==> src/rtl/axid_filt_pkg.sv <==
package axid_filt_pkg;

  localparam int ID_W   = 16;
  localparam int PORT_W = 3;
  localparam int DATA_W = 32;
  localparam int ADDR_W = 8;
  localparam int ACC_W  = 32;

  typedef enum logic [1:0] {
    KIND_OFF = 2'd0,
    KIND_RD  = 2'd1,
    KIND_WR  = 2'd2,
    KIND_RSV = 2'd3
  } evt_kind_e;

  // Register byte addresses for filtered counter index i (0-based, serves counter i+1)
  function automatic logic [ADDR_W-1:0] sel_addr(input int i);
    return 8'h50 + 8'(16 * i);
  endfunction

  function automatic logic [ADDR_W-1:0] cmp_addr(input int i);
    return 8'h54 + 8'(16 * i);
  endfunction

  function automatic logic [ADDR_W-1:0] tally_addr(input int i);
    return 8'h34 + 8'(4 * i);
  endfunction

  // Stored mask bit 1 = ignore; care bits are its complement
  function automatic logic id_hit(input logic [DATA_W-1:0] cmp, input logic [ID_W-1:0] id);
    logic [ID_W-1:0] care;
    care = ~cmp[31:16];
    return ((id ^ cmp[15:0]) & care) == '0;
  endfunction

  function automatic logic port_hit(input logic en, input logic [PORT_W-1:0] want,
                                    input logic [PORT_W-1:0] port);
    return !en || (want == port);
  endfunction

  function automatic logic sel_hit(input logic [DATA_W-1:0] sel, input logic wr,
                                   input logic [PORT_W-1:0] port);
    evt_kind_e kind;
    kind = evt_kind_e'(sel[17:16]);
    case (kind)
      KIND_RD: return !wr && port_hit(sel[3], sel[2:0], port);
      KIND_WR: return  wr && port_hit(sel[11], sel[10:8], port);
      default: return 1'b0;
    endcase
  endfunction

endpackage

==> src/rtl/axid_filt_regs.sv <==
module axid_filt_regs
  import axid_filt_pkg::*;
#(
  parameter int NCNT = 3
) (
  input  logic                         clk,
  input  logic                         rst_n,
  input  logic                         reg_wr,
  input  logic [ADDR_W-1:0]            reg_addr,
  input  logic [DATA_W-1:0]            reg_wdata,
  output logic [NCNT-1:0][DATA_W-1:0]  cmp_q,
  output logic [NCNT-1:0][DATA_W-1:0]  sel_q,
  output logic [NCNT-1:0]              tally_clr
);

  logic [NCNT-1:0] cmp_we;
  logic [NCNT-1:0] sel_we;

  always_comb begin
    for (int i = 0; i < NCNT; i++) begin
      cmp_we[i]    = reg_wr && (reg_addr == cmp_addr(i));
      sel_we[i]    = reg_wr && (reg_addr == sel_addr(i));
      tally_clr[i] = reg_wr && (reg_addr == tally_addr(i));
    end
  end

  always_ff @(posedge clk or negedge rst_n) begin
    if (!rst_n) begin
      cmp_q <= '0;
      sel_q <= '0;
    end else begin
      for (int i = 0; i < NCNT; i++) begin
        if (cmp_we[i]) cmp_q[i] <= reg_wdata;
        if (sel_we[i]) sel_q[i] <= reg_wdata;
      end
    end
  end

  for (genvar g = 0; g < NCNT; g++) begin : g_chk
    assert_cmp_store_R2 : assert property (@(posedge clk) disable iff (!rst_n)
      $past(reg_wr && (reg_addr == cmp_addr(g))) |-> cmp_q[g] == $past(reg_wdata));
    assert_sel_hold_R2 : assert property (@(posedge clk) disable iff (!rst_n)
      !$past(reg_wr) |-> $stable(sel_q[g]));
  end

endmodule

==> src/rtl/axid_filt_match.sv <==
module axid_filt_match
  import axid_filt_pkg::*;
(
  input  logic              clk,
  input  logic              rst_n,
  input  logic              txn_valid,
  input  logic              txn_write,
  input  logic [ID_W-1:0]   txn_id,
  input  logic [PORT_W-1:0] txn_port,
  input  logic [DATA_W-1:0] cmp,
  input  logic [DATA_W-1:0] sel,
  output logic              hit_now,
  output logic              hit_q
);

  logic id_ok;
  logic dir_ok;

  assign id_ok   = id_hit(cmp, txn_id);
  assign dir_ok  = sel_hit(sel, txn_write, txn_port);
  assign hit_now = txn_valid && id_ok && dir_ok;

  always_ff @(posedge clk or negedge rst_n) begin
    if (!rst_n) hit_q <= 1'b0;
    else        hit_q <= hit_now;
  end

  assert_pulse_needs_valid_R7 : assert property (@(posedge clk) disable iff (!rst_n)
    hit_q |-> $past(txn_valid));
  assert_direction_R4 : assert property (@(posedge clk) disable iff (!rst_n)
    hit_q |-> ($past(txn_write) ? ($past(sel[17:16]) == 2'd2) : ($past(sel[17:16]) == 2'd1)));
  assert_rd_port_R5 : assert property (@(posedge clk) disable iff (!rst_n)
    (hit_q && !$past(txn_write) && $past(sel[3])) |-> ($past(txn_port) == $past(sel[2:0])));
  assert_wr_port_R6 : assert property (@(posedge clk) disable iff (!rst_n)
    (hit_q && $past(txn_write) && $past(sel[11])) |-> ($past(txn_port) == $past(sel[10:8])));

endmodule

==> src/rtl/axid_filt_tally.sv <==
module axid_filt_tally
  import axid_filt_pkg::*;
#(
  parameter int BW = 16
) (
  input  logic             clk,
  input  logic             rst_n,
  input  logic             hit_now,
  input  logic [BW-1:0]    bytes,
  input  logic             clr,
  output logic [ACC_W-1:0] tally
);

  logic [ACC_W-1:0] sum_next;
  assign sum_next = tally + ACC_W'(bytes);

  always_ff @(posedge clk or negedge rst_n) begin
    if (!rst_n)       tally <= '0;
    else if (clr)     tally <= '0;
    else if (hit_now) tally <= sum_next;
  end

  assert_tally_add_R8 : assert property (@(posedge clk) disable iff (!rst_n)
    $past(hit_now && !clr) |-> tally == $past(tally) + ACC_W'($past(bytes)));
  assert_tally_clear_R9 : assert property (@(posedge clk) disable iff (!rst_n)
    $past(clr) |-> tally == '0);

endmodule

==> src/rtl/axid_evt_filter.sv <==
module axid_evt_filter
  import axid_filt_pkg::*;
#(
  parameter int NCNT = 3,
  parameter int BW   = 16
) (
  input  logic              clk,
  input  logic              rst_n,
  input  logic              txn_valid,
  input  logic              txn_write,
  input  logic [15:0]       txn_id,
  input  logic [2:0]        txn_port,
  input  logic [BW-1:0]     txn_bytes,
  input  logic              reg_wr,
  input  logic [7:0]        reg_addr,
  input  logic [31:0]       reg_wdata,
  input  logic [7:0]        reg_raddr,
  output logic [31:0]       reg_rdata,
  output logic [NCNT-1:0]   cnt_pulse
);

  logic [NCNT-1:0][DATA_W-1:0] cmp_q;
  logic [NCNT-1:0][DATA_W-1:0] sel_q;
  logic [NCNT-1:0]             tally_clr;
  logic [NCNT-1:0]             hit_now;
  logic [ACC_W-1:0]            tally [NCNT];

  axid_filt_regs #(.NCNT(NCNT)) regs_i (
    .clk       (clk),
    .rst_n     (rst_n),
    .reg_wr    (reg_wr),
    .reg_addr  (reg_addr),
    .reg_wdata (reg_wdata),
    .cmp_q     (cmp_q),
    .sel_q     (sel_q),
    .tally_clr (tally_clr)
  );

  for (genvar g = 0; g < NCNT; g++) begin : g_cnt
    axid_filt_match match_i (
      .clk       (clk),
      .rst_n     (rst_n),
      .txn_valid (txn_valid),
      .txn_write (txn_write),
      .txn_id    (txn_id),
      .txn_port  (txn_port),
      .cmp       (cmp_q[g]),
      .sel       (sel_q[g]),
      .hit_now   (hit_now[g]),
      .hit_q     (cnt_pulse[g])
    );

    axid_filt_tally #(.BW(BW)) tally_i (
      .clk     (clk),
      .rst_n   (rst_n),
      .hit_now (hit_now[g]),
      .bytes   (txn_bytes),
      .clr     (tally_clr[g]),
      .tally   (tally[g])
    );
  end

  always_comb begin
    reg_rdata = '0;
    for (int i = 0; i < NCNT; i++) begin
      if (reg_raddr == sel_addr(i))   reg_rdata = sel_q[i];
      if (reg_raddr == cmp_addr(i))   reg_rdata = cmp_q[i];
      if (reg_raddr == tally_addr(i)) reg_rdata = tally[i];
    end
  end

  assert_idle_no_pulse_R7 : assert property (@(posedge clk) disable iff (!rst_n)
    !$past(txn_valid) |-> cnt_pulse == '0);

endmodule

==> config.mk <==
export PLATFORM = sky130hd
export DESIGN_NAME = axid_evt_filter
export DESIGN_NICKNAME = d
export VERILOG_FILES = /design/src/rtl/axid_filt_pkg.sv /design/src/rtl/axid_filt_regs.sv /design/src/rtl/axid_filt_match.sv /design/src/rtl/axid_filt_tally.sv /design/src/rtl/axid_evt_filter.sv
export SDC_FILE = /design/constraint.sdc
export NUM_CORES = 1
export LEC_CHECK = 0
export CORE_MARGIN = 2
export CORE_UTILIZATION = 39
export DETAILED_ROUTE_END_ITERATION = 16
export DONT_BUFFER_PORTS = 1
export PLACE_DENSITY = 0.65
export SLEW_MARGIN = 10
export SYNTH_ARGS = -nofsm -noshare
export SYNTH_HDL_FRONTEND = slang
export SYNTH_SLANG_ARGS = --single-unit
==> constraint.sdc <==
create_clock -name clk -period 6.13 [get_ports clk]
set_clock_uncertainty 0.2 [all_clocks]
set_input_delay 1.226 -clock clk [delete_from_list [all_inputs] [get_ports clk]]
set_output_delay 1.226 -clock clk [all_outputs]
set_load 0.05 [all_outputs]
==> impl_results.md, run 1 <==
- Tcrit/Tclk final: 86.6%
- Post-Synthesis Net Count: 1788
- PostCTS Resize Cnt: 0
- Critical path peak fanout: 27
- Via density: 6.27
- Setup Fix Bufs, Post-CTS: 0
- CTS max path bufs: 3
- RSZ-0062 raised after global routing: no
- Area grow syn2layout: 10.4%
- P_int: 0.00334 W
- Placed Cells: 2171
- Cell family with most CP delay: simple AND/OR/NAND/NOR gates
- Nets: 1768
- Worst path bufs/invs: 1
- Clock sink total: 291
- CP max-delay cell: nor2_4
- Reg clk slew, reported paths: ~0.060 ns
- Sw Pwr: 0.00103 W
- Max IR drop VDD: 0.147 mV
- Post-route ant nets: 0
- Setup Viol. Count Final: 0
- Ant diodes: 0
- Distinct cell type count after synthesis: 67
- Router iterations before antenna repair: 7
- Leak: approximately 8.3 nW
- Register share of total power: between 40% and 50%
- Gpl congestion: 0.964
- Initial antenna violation count: 0
- Register area share after synthesis: 43.1%
- Sw Ratio: 23.6%
- Critical path's largest stage delay: 0.74 ns
- Status: finished clean
- TNS Setup: 0 ns
- Syn Std Cell Area: 0.0169 sq mm
- Post-route insts no fill: 2228
- Vias: 13967
- Tmin final: 5.31 ns
- Crit Path Category: primary input to primary output
- Core footprint: ~0.043 sq mm
- Max-cap violations: 0
- Post-CTS Hold Buffers: 0
- CTS Buf Count: 35
- Gr ovfl total: 0
- Layout cells sized above 1: 18.0%
- Hold WC Path Type: primary input to asynchronous set/reset pin
- DRT iter0 DRCs: between 1500 and 2000
- Die Y-Extent: 212 um
- Largest net degree at the start of global routing: 292
- Startpoint types: primary input
- Initial Utilization: 39.4%
- Skew-Pair Late Insertion Delay: 0.53 ns
- I/O Buffers: 0
- Worst setup EP type: primary output
- FFs w/ async S/R, synth: 100%
- Die width: 212 um
- Comb pwr share: 5.7%
- Power density over the cells: 235 mW/mm^2
- Vias in the first global route: ~13000
- First-pass GRT wire length: 87700 um
- Io pins: 123
- Crit path top cell by count: nand2_1
- F_max: 0.188 GHz
- Dpl hpwl: 42800 um
- CTS root buffer: clkbuf_16
- EDFF count, synth: 0
- DRC: 0
- Post-Syn Area per Cell: 10.3 sq um
- Worst-margin pin slew: 1.20 ns
- Total Power: approximately 0.0044 W
- GR Util All Layers: 26.3%
- Slew headroom: 19.7%
- Worst hold slack: about 0.19 ns
- Required @ worst endpoint: 4.70 ns
- Wire per inst: 26.4 um
- Seq cells post-synth: just under 300
- Mapped Cells: about 1600
- Total Wirelength: 58900 um
- Crit-path cells: nor4bb_1 > nand2_1 > nor2_4 > buf_4 > a22oi_1 > nand2_1
- Main synth FF type: dfrtp_1
- Final Hold Vio Count: 0
- Rows: 76
- Fin util: a little over two fifths
- CTS tree: done
- Yosys warning count: 0
- Worst Path Arrival: approximately 3.9 ns
- Final Max Slew Viols: 0
- Area of the die: 0.0450 sq mm
- H-tree levels: 2
- Clock Power Share: 47.4%
## power groups by stage
stage / clock network (W) / registers, W / logic [W]
floorplan: 0 / 0.00205 / 0.000191
global placement: 0 / 0.00208 / 0.000237
detailed placement: 0 / 0.00208 / 0.000242
CTS: 0.00210 / 0.00205 / 0.000244
global route: 0.00217 / 0.00206 / 0.000267
finish: 0.00208 / 0.00205 / 0.000249
## metal layers
| layer | part of all wire [%] | routed length (um) | vias to the layer above | GRT usage [%] |
|---|---|---|---|---|
| li1 | - | - | 6141 | - |
| met1 | 41 | 24000 | 6976 | 34.7 |
| met2 | 44 | 26200 | 706 | 41.2 |
| met3 | 10 | 5970 | 144 | 6.51 |
| met4 | 4.8 | 2820 | 0 | 10.9 |
| met5 | 0 | 0 | - | 0 |
## worst paths after layout
path	from	to	slack, ns	depth (start not counted)
max	reg_raddr[4]	reg_rdata[21]	0.82	6
max in group asynchronous	rst_n	regs_i.sel_q[87]	5.11	0
min	rst_n	g_cnt[1].tally_i.tally[6]	0.19	0
min reg2reg	regs_i.sel_q[51]	regs_i.sel_q[51]	0.31	1
min in group clk	regs_i.sel_q[51]	regs_i.sel_q[51]	0.31	1
max reg2reg	g_cnt[1].tally_i.tally[6]	g_cnt[1].tally_i.tally[23]	2.32	8
## cell type report
type / count / area [sq um]
fill: 3999 / 24200
multi-input combinational: 1241 / 9220
sequential: 291 / 7280
tap: 585 / 732
clock inverter: 10 / 109
inverter: 28 / 105
timing repair buffer: 26 / 195
clock buffer: 47 / 1010
## state kept, by name, summed over array words and instances (netlist names)
register,cells
g_cnt.match_i.hit_q,3
regs_i.sel_q,96
regs_i.cmp_q,96
g_cnt.tally_i.tally,96
## per-stage QoR
stage	instance area, sq um	setup slack (ns)
after floorplan	16900	0.981
after global placement	17500	1.07
after detailed placement	17500	0.969
after CTS	18600	0.945
after global routing	18700	0.806
final	18700	0.822
## cell usage in the layout (no fill, tap or decap), types with 13 or more instances in the layout
cell | Yosys | layout
inv_1 | 27 | 27
ha_1 | 54 | 54
o22ai_1 | 36 | 36
xor2_1 | 29 | 29
a211oi_1 | 13 | 13
a222oi_1 | 29 | 29
nor2_1 | 72 | 64
nand3_1 | 33 | 33
nor2b_1 | 18 | 17
mux2_2 | 189 | 189
a22oi_1 | 90 | 90
xnor2_1 | 74 | 74
nor3_1 | 40 | 40
buf_4 | 4 | 26
nor4_1 | 15 | 13
a21o_1 | 19 | 19
nand2b_1 | 23 | 23
nand4_1 | 13 | 13
nand2_1 | 150 | 149
o21ai_0 | 49 | 49
or4_1 | 15 | 15
a21oi_1 | 75 | 75
dfrtp_1 | 291 | 291
clkbuf_16 | 0 | 37
or3_1 | 16 | 16
mux2i_1 | 22 | 22
and3_1 | 38 | 38
## kinds of logic (layout without fill, tap and decap cells)
| group | after synthesis | count (layout) | synth area share [%] |
|---|---|---|---|
| AND/OR/NAND/NOR | 480 | 480 | 14.7 |
| XOR/XNOR | 103 | 103 | 5.34 |
| multiplexers | 211 | 211 | 13.9 |
| AO/OA/AOI/OAI | 390 | 390 | 15.9 |
| adder cells (fa/ha/maj) | 57 | 57 | 4.36 |
| flip-flops | 291 | 291 | 43.1 |
| buffers and inverters | 111 | 111 | 2.66 |
## cell usage after synthesis, drive strengths merged (18+ instances only)
| cell type | number | area share, % |
|---|---|---|
| a21o | 19 | 0.84 |
| a21oi | 75 | 2.2 |
| a222oi | 29 | 1.7 |
| a22oi | 90 | 4.0 |
| and3 | 38 | 1.4 |
| buf | 23 | 0.70 |
| clkbuf | 60 | 1.3 |
| dfrtp | 291 | 43 |
| ha | 54 | 4.0 |
| inv | 28 | 0.62 |
| mux2 | 189 | 13 |
| mux2i | 22 | 1.3 |
| nand2 | 150 | 3.3 |
| nand2b | 23 | 0.85 |
| nand3 | 33 | 0.98 |
| nor2 | 72 | 1.6 |
| nor2b | 18 | 0.67 |
| nor3 | 40 | 1.2 |
| o21ai | 49 | 1.5 |
| o22ai | 36 | 1.3 |
| xnor2 | 74 | 3.8 |
| xor2 | 29 | 1.5 |
## worst reg2reg max path: stages (launching register included)
cell and delay, ns:
dfrtp_1 0.43, ha_1 0.37, a2111oi_0 0.40, o21ai_0 0.22, a41oi_1 0.55, o211ai_1 0.25, a21oi_1 0.94, nor3b_1 0.17
mux2i_1 0.16
(Power assumes the default switching activity.)
==> run 2: changes to the inputs <==
CORE_UTILIZATION = 55   (was 39)
PLACE_DENSITY = 0.82   (was 0.65)
RECOVER_POWER = 100   (was unset)
==> run 2 against run 1 <==
- the run now ends with max-capacitance violations, max-slew violations left
- critical endpoint is now reg_rdata[18]
- critical path type unchanged
- cell count down 8.4%
- largest cell class unchanged
- via count up 3.2%
- register-to-register slack lost 0.15 ns
==> impl_results.md, run 2 (same netlist as run 1, synthesis figures left out) <==
- Most frequent cells in the layout: 291 x dfrtp_1, 188 x mux2_2, 150 x nand2_1, 90 x a22oi_1, 75 x a21oi_1
- Reg clk slew, reported paths: 0.06 ns
- Max-cap violations: 8
- Setup Fix Bufs, Post-CTS: 0
- Worst setup EP type: primary output
- DRT iter0 DRCs: between 1500 and 2000
- Area taken by multi-input logic gates: between 0.009 and 0.01 sq mm
- I/O Buffers: 0
- Initial antenna violation count: 0
- DRT met1 WL: 21900 um
- Biggest regs: g_cnt.tally_i.tally (96), regs_i.cmp_q (96), regs_i.sel_q (96)
- Vias: 14408
- RSZ-0062 raised after global routing: no
- Wire per inst: 28.0 um
- CTS tree: done
- Dpl hpwl: 40500 um
- Met3 Wirelength: 7520 um
- CTS Buf Count: 31
- Final Max Slew Viols: 247
- Area grow syn2layout: 7.84%
- Fill count: 2494
- Max IR drop VDD: 0.199 mV
- Area of the die: 0.0321 sq mm
- Slew headroom: -80.4%
- Total Wirelength: 57200 um
- Layout cells sized above 1: 16.6%
- Io pins: about 120
- Failing checks: max-capacitance violations, max-slew violations
- Die width: 179 um
- F_max: 0.178 GHz
- Total Power: 0.00414 W
- CTS root buffer: clkbuf_16
- Startpoint types: primary input
- GR Util All Layers: 35.9%
- DRC: 0
- Vias in the first global route: 14123
- Tmin final: about 5.6 ns
- Ant diodes: 0
- Die Y-Extent: roughly 180 um
- Gpl congestion: 0.993
- Core footprint: 0.0304 sq mm
- Clock sink total: 291
- Setup Viol. Count Final: 0
- Largest net degree at the start of global routing: 292
- Via density: around 7.1
- CTS max path bufs: 3
- PostCTS Resize Cnt: 0
- Power density over the cells: 227 mW/mm^2
- TNS Setup: 0 ns
- Skew-Pair Late Insertion Delay: around 0.58 ns
- Seq. cell area: around 0.0073 sq mm
- Crit Path Category: primary input to primary output
- Commonest non-fill, non-tap cell in the layout: dfrtp_1
- Gr ovfl total: 0
- H-tree levels: 1
- Initial Utilization: 55.5%
- Router iterations before antenna repair: 7
- CP max-delay cell: clkbuf_2
- Required @ worst endpoint: 4.70 ns
- Crit-path cells: nor4bb_1 > nand2_1 > nor4_1 > clkbuf_2 > a22oi_1 > and3_1 > nand2_1
- Metal2 WL: 24500 um
- Max Used Layer: met4
- Post-CTS Hold Buffers: 0
- Hold WC Path Type: primary input to asynchronous set/reset pin
- Rows: 64
- Tcrit/Tclk final: 91.8%
- First-pass GRT wire length: 85800 um
- Status: finished, violations left
- Post-route ant nets: 0
- Critical path peak fanout: 31
- Leak: 8.23 nW
- Nets: 1766
- Critical path's largest stage delay: 0.84 ns
- Worst-margin pin slew: 2.71 ns
- Final Hold Vio Count: 0
- Crit path top cell by count: nand2_1
- Worst Path Arrival: roughly 4.2 ns
[run 2: critical path: cells and delay by family]
family / cells / cell delay, ns
AND/OR/NAND/NOR: 5 / 1.91
AO/OA/AOI/OAI: 1 / 0.20
buffers and inverters: 1 / 0.84
[run 2: area by class of cell]
type                       count  share of cell area, %
tap                          396                   2.72
sequential                   291                   40.0
clock inverter                13                  0.549
inverter                      28                  0.577
clock buffer                  44                   4.80
multi-input combinational   1241                   50.4
timing repair buffer          28                  0.962
[run 2: per-layer routing]
metal | up-vias | track usage (%)
met3 | 228 | 10.6
met1 | 7075 | 48.4
li1 | 6132 | -
met2 | 973 | 52.7
met5 | - | 0
met4 | 0 | 18.2
[run 2: worst paths after layout]
path / from / endpoint / slack, ns / cells past startpoint
max in group asynchronous: rst_n / g_cnt[1].tally_i.tally[6] / 4.92 / 0
min reg2reg: regs_i.sel_q[45] / regs_i.sel_q[45] / 0.31 / 1
min in group clk: regs_i.sel_q[45] / regs_i.sel_q[45] / 0.31 / 1
max reg2reg: regs_i.sel_q[34] / g_cnt[1].tally_i.tally[31] / 2.17 / 8
min: rst_n / regs_i.sel_q[65] / 0.15 / 0
max: reg_raddr[4] / reg_rdata[18] / 0.50 / 7
[run 2: through the flow]
stage,instance area (sq um),setup slack [ns],util [%],hold slack [ns],std cells
after CTS,18300,1.10,60.1,0.135,2041
after global routing,18200,0.495,59.9,0.133,2041
after detailed placement,17300,1.11,56.9,0.295,1984
after floorplan,16900,0.981,-,0.278,1643
final,18200,0.500,59.9,0.150,2041
after global placement,17300,1.15,56.9,0.286,1984
[run 2: power breakdown]
| group | switching (W) | internal (W) |
|---|---|---|
| sequential | 0.0000703 | 0.00198 |
| combinational | 0.000129 | 0.000122 |
| clock | 0.000802 | 0.00103 |
